===== src/rtl/b3zs_rail_decoder.sv =====
module b3zs_rail_decoder #(
  parameter int CNT_W = 16
) (
  input  logic             clk,
  input  logic             rst_n,
  input  logic             mode_b3zs,
  input  logic             pos_in,
  input  logic             neg_in,
  input  logic             cnt_clr,
  output logic             out_bit,
  output logic             out_valid,
  output logic             viol_pulse,
  output logic [CNT_W-1:0] viol_count
);

  localparam logic [CNT_W-1:0] CNT_MAX = '1;
  localparam logic [1:0] K_ZERO = 2'd0;
  localparam logic [1:0] K_B    = 2'd1;
  localparam logic [1:0] K_X    = 2'd2;

  logic       have_pol, last_pos;
  logic       d1, d2, v1, v2;
  logic [1:0] k1, k2;

  wire single   = pos_in ^ neg_in;
  wire any      = pos_in | neg_in;
  wire same_pol = single & have_pol & (pos_in == last_pos);
  wire ctx_00v  = (k1 == K_ZERO) && (k2 == K_ZERO);
  wire ctx_b0v  = (k1 == K_ZERO) && (k2 == K_B);
  wire subst    = mode_b3zs & same_pol & (ctx_00v | ctx_b0v);
  wire viol_now = (pos_in & neg_in) | (same_pol & ~subst);
  wire cur_bit  = any & ~subst;

  logic [1:0] kind_now;
  always_comb begin
    if (!any)                  kind_now = K_ZERO;
    else if (single && !same_pol) kind_now = K_B;
    else                       kind_now = K_X;
  end

  always_ff @(posedge clk) begin
    if (!rst_n) begin
      have_pol   <= 1'b0;
      last_pos   <= 1'b0;
      d1         <= 1'b0;
      d2         <= 1'b0;
      k1         <= K_ZERO;
      k2         <= K_ZERO;
      v1         <= 1'b0;
      v2         <= 1'b0;
      out_bit    <= 1'b0;
      out_valid  <= 1'b0;
      viol_pulse <= 1'b0;
      viol_count <= '0;
    end else begin
      if (single) begin
        have_pol <= 1'b1;
        last_pos <= pos_in;
      end
      d1         <= cur_bit;
      d2         <= d1;
      out_bit    <= (subst && ctx_b0v) ? 1'b0 : d2;
      k1         <= kind_now;
      k2         <= k1;
      v1         <= 1'b1;
      v2         <= v1;
      out_valid  <= v2;
      viol_pulse <= viol_now;
      if (cnt_clr)
        viol_count <= {{(CNT_W-1){1'b0}}, viol_now};
      else if (viol_now && viol_count != CNT_MAX)
        viol_count <= viol_count + 1'b1;
    end
  end

endmodule


===== config.mk =====
export PLATFORM = sky130hd
export DESIGN_NAME = b3zs_rail_decoder
export DESIGN_NICKNAME = d
export VERILOG_FILES = /design/src/rtl/b3zs_rail_decoder.sv
export SDC_FILE = /design/constraint.sdc
export NUM_CORES = 1
export LEC_CHECK = 0
export CAP_MARGIN = 20
export CORE_MARGIN = 4
export CORE_UTILIZATION = 60
export DETAILED_ROUTE_END_ITERATION = 10
export DONT_BUFFER_PORTS = 1
export HOLD_SLACK_MARGIN = 0.12
export PLACE_DENSITY = 0.76
export SLEW_MARGIN = 20
export SYNTH_ARGS = -nofsm -noshare
export SYNTH_HDL_FRONTEND = slang
export SYNTH_SLANG_ARGS = --single-unit

===== constraint.sdc =====
create_clock -name clk -period 3.6 [get_ports clk]
set_input_delay 0.72 -clock clk [delete_from_list [all_inputs] [get_ports clk]]
set_output_delay 0.72 -clock clk [all_outputs]
set_load 0.01 [all_outputs]

==> impl_metrics.json <==
{
  "status": "completed",
  "grt_pass1_wl_mm": 4.51,
  "slowest_stage": "nor3_1",
  "cts_buffers": 5,
  "place_ws_ps": 1070,
  "die-area_sq_mm": 0.00319,
  "setup_viol": 0,
  "clkTransAtPathRegs_ps": 90,
  "final_common_cell": "dfxtp_1",
  "grt_usage_pct": 18.0,
  "grt.overflow.total": 0,
  "grt_pass1_vias": 1026,
  "drv_slew": 0,
  "fillCellCount": 194,
  "worstMarginPinSlew_ps": 997,
  "ant_nets": 0,
  "initial_core_util_pct": 63.2,
  "period_share_pct": 63.7,
  "yosysSeqAreaShare_pct": 41.1,
  "critPathBufInv": 0,
  "syn_inst": 149,
  "crit_type": "reg -> reg",
  "synth_area_sq_mm": 0.00141,
  "power.total_uw": 569,
  "critPathTopFamily": "simple AND/OR/NAND/NOR gates",
  "ctsResizeCount": 0,
  "synth-seq-cells": 29,
  "final_cell_mix": "dfxtp_1, a21oi_1, nand3_1, nand2_1, nand2b_1",
  "final-hold-violation-count": 0,
  "synth_nets": 158,
  "clock-sinks": 29,
  "yosysUniqueCellTypes": 38,
  "tns_ps": 0,
  "skew_ps": 7.95,
  "wl_mm": 2.78,
  "required_ps": 3790,
  "finalWorstSetupSlack_ps": 1310,
  "drc": 0,
  "synth_edf_count": 0,
  "synthAdderAreaFrac_pct": 2.66,
  "ctsRootBufferMaster": "clkbuf_4",
  "max_stage_delay_ps": 870,
  "yosysWarnings": 0,
  "core_area_sq_mm": 0.00223,
  "drt_iter0_drc": 57,
  "n_antenna_cell": 0,
  "async_flop_share_pct": 0,
  "cts_tree": "done",
  "pin_count": 25,
  "critPathArrivalTime_ps": 2490,
  "clockBufferDepth": 2,
  "first_pass_iters": 4,
  "drive_gt1_share_pct": 12.7,
  "finalHoldWorstSlack_ps": 414,
  "cp_max_fo": 11,
  "post_dp_cell_area_sq_mm": 0.00139,
  "seq_area_sq_um": 581,
  "io_buffers": 0,
  "gp_congestion": 0.851,
  "startpoint_type": "flop",
  "stdcell_count": 178,
  "antenna_found_initial": 0,
  "grt_max_degree": 26,
  "die_w_um": 56.5,
  "crit_chain": "ha_1 > nand3_1 > nor3_1 > or4_2 > a21oi_1",
  "finish.utilization_pct": 64.6,
  "maxCapViolations": 0,
  "multi_input_area_sq_um": 758,
  "ir_drop_mv": 0.417,
  "rsz0062_at_grt": "false",
  "vias": 1148,
  "postCtsSetupBuffers": 0,
  "die_y_um": 56.5,
  "clk_latency_ps": 320,
  "power_leakage_nw": 0.472,
  "power_density_mw_per_mm2": 394,
  "via_per_inst": 6.45,
  "synth_xor_area_share_pct": 1.15,
  "rows": 17,
  "design_area_sq_mm": 0.00144,
  "cts.htree.levels": 2,
  "synth-compound-area-share_pct": 14.0,
  "syn_area_per_cell_sq_um": 9.47,
  "synth-main-ff-cell": "dfxtp_1",
  "relSlewSlack_pct": 33.0,
  "synthMuxAreaShare_pct": 4.26,
  "end_kind": "flop",
  "dp_cells": 170,
  "post-dp-hpwl_mm": 1.94,
  "synth_top_family_by_area": "simple AND/OR/NAND/NOR gates",
  "fin_nets": 158,
  "timing.fmax_mhz": 436,
  "avgRoutedWirePerCell_um": 15.6,
  "syn_to_final_growth_pct": 2.30,
  "hold_class": "reg -> reg",
  "cts_hold_buf": 0,
  "synth-simple-area-share_pct": 31.6,
  "finalCriticalPeriod_ps": 2290
}
[cells in the mapped netlist (all sizes together) (4+ instances only)]
master,instances,share of area [%]
dfxtp,29,41
a21oi,11,3.9
nand2,10,2.7
nand3,10,3.5
nand2b,8,3.5
or4,8,4.7
and2,7,3.2
mux2i,6,4.3
nand4,6,2.7
nor4,6,2.7
o31ai,6,3.2
buf,4,3.3
clkbuf,4,1.1
[state kept, by name, summed over array words and instances (netlist names)]
signal	flops
d1	1
d2	1
have_pol	1
k1	2
k2	2
last_pos	1
out_bit	1
out_valid	1
v1	1
v2	1
viol_count	16
viol_pulse	1
[routing by layer]
| layer | GRT usage [%] | vias to the layer above | wire, um |
|---|---|---|---|
| met4 | 9.83 | 0 | 41 |
| met2 | 27.7 | 48 | 1280 |
| li1 | - | 567 | - |
| met5 | 0 | - | 0 |
| met1 | 21.2 | 525 | 1180 |
| met3 | 6.90 | 8 | 278 |
[power breakdown]
group          switching, mW  internal (mW)  total (mW)
combinational         0.0248         0.0175      0.0423
sequential           0.00882          0.331       0.340
clock                  0.113         0.0742       0.187
[area by class of cell]
| cell class | instances | area share (%) |
|---|---|---|
| multi-input cells | 109 | 52.5 |
| flip-flops and latches | 29 | 40.2 |
| clock buffers | 6 | 2.86 |
| well taps | 28 | 2.43 |
| inverters | 3 | 0.780 |
| clock inverters | 2 | 0.693 |
| repair buffers | 1 | 0.520 |
[final timing paths]
kind / startpoint / to / slack [ps] / cells after the start
min reg2reg: k2[0] / out_bit / 410 / 1
max: viol_count[0] / viol_count[11] / 1310 / 5
max reg2reg: viol_count[0] / viol_count[11] / 1310 / 5
min: k2[0] / out_bit / 410 / 1
[worst register-to-register path, cell delays in order (launching register included)]
cell and delay, ps:
dfxtp_1 520, ha_1 250, nand3_1 210, nor3_1 870, or4_2 250, a21oi_1 70
[cell families (layout without fill, tap and decap cells)]
kind of cell | count (synthesis) | after routing
AO/OA/AOI/OAI | 27 | 27
XOR/XNOR | 1 | 1
adder cells (fa/ha/maj) | 3 | 3
buffers and inverters | 11 | 12
flip-flops | 29 | 29
multiplexers | 6 | 6
AND/OR/NAND/NOR | 72 | 72
Power figures use the tool's default switching activity.
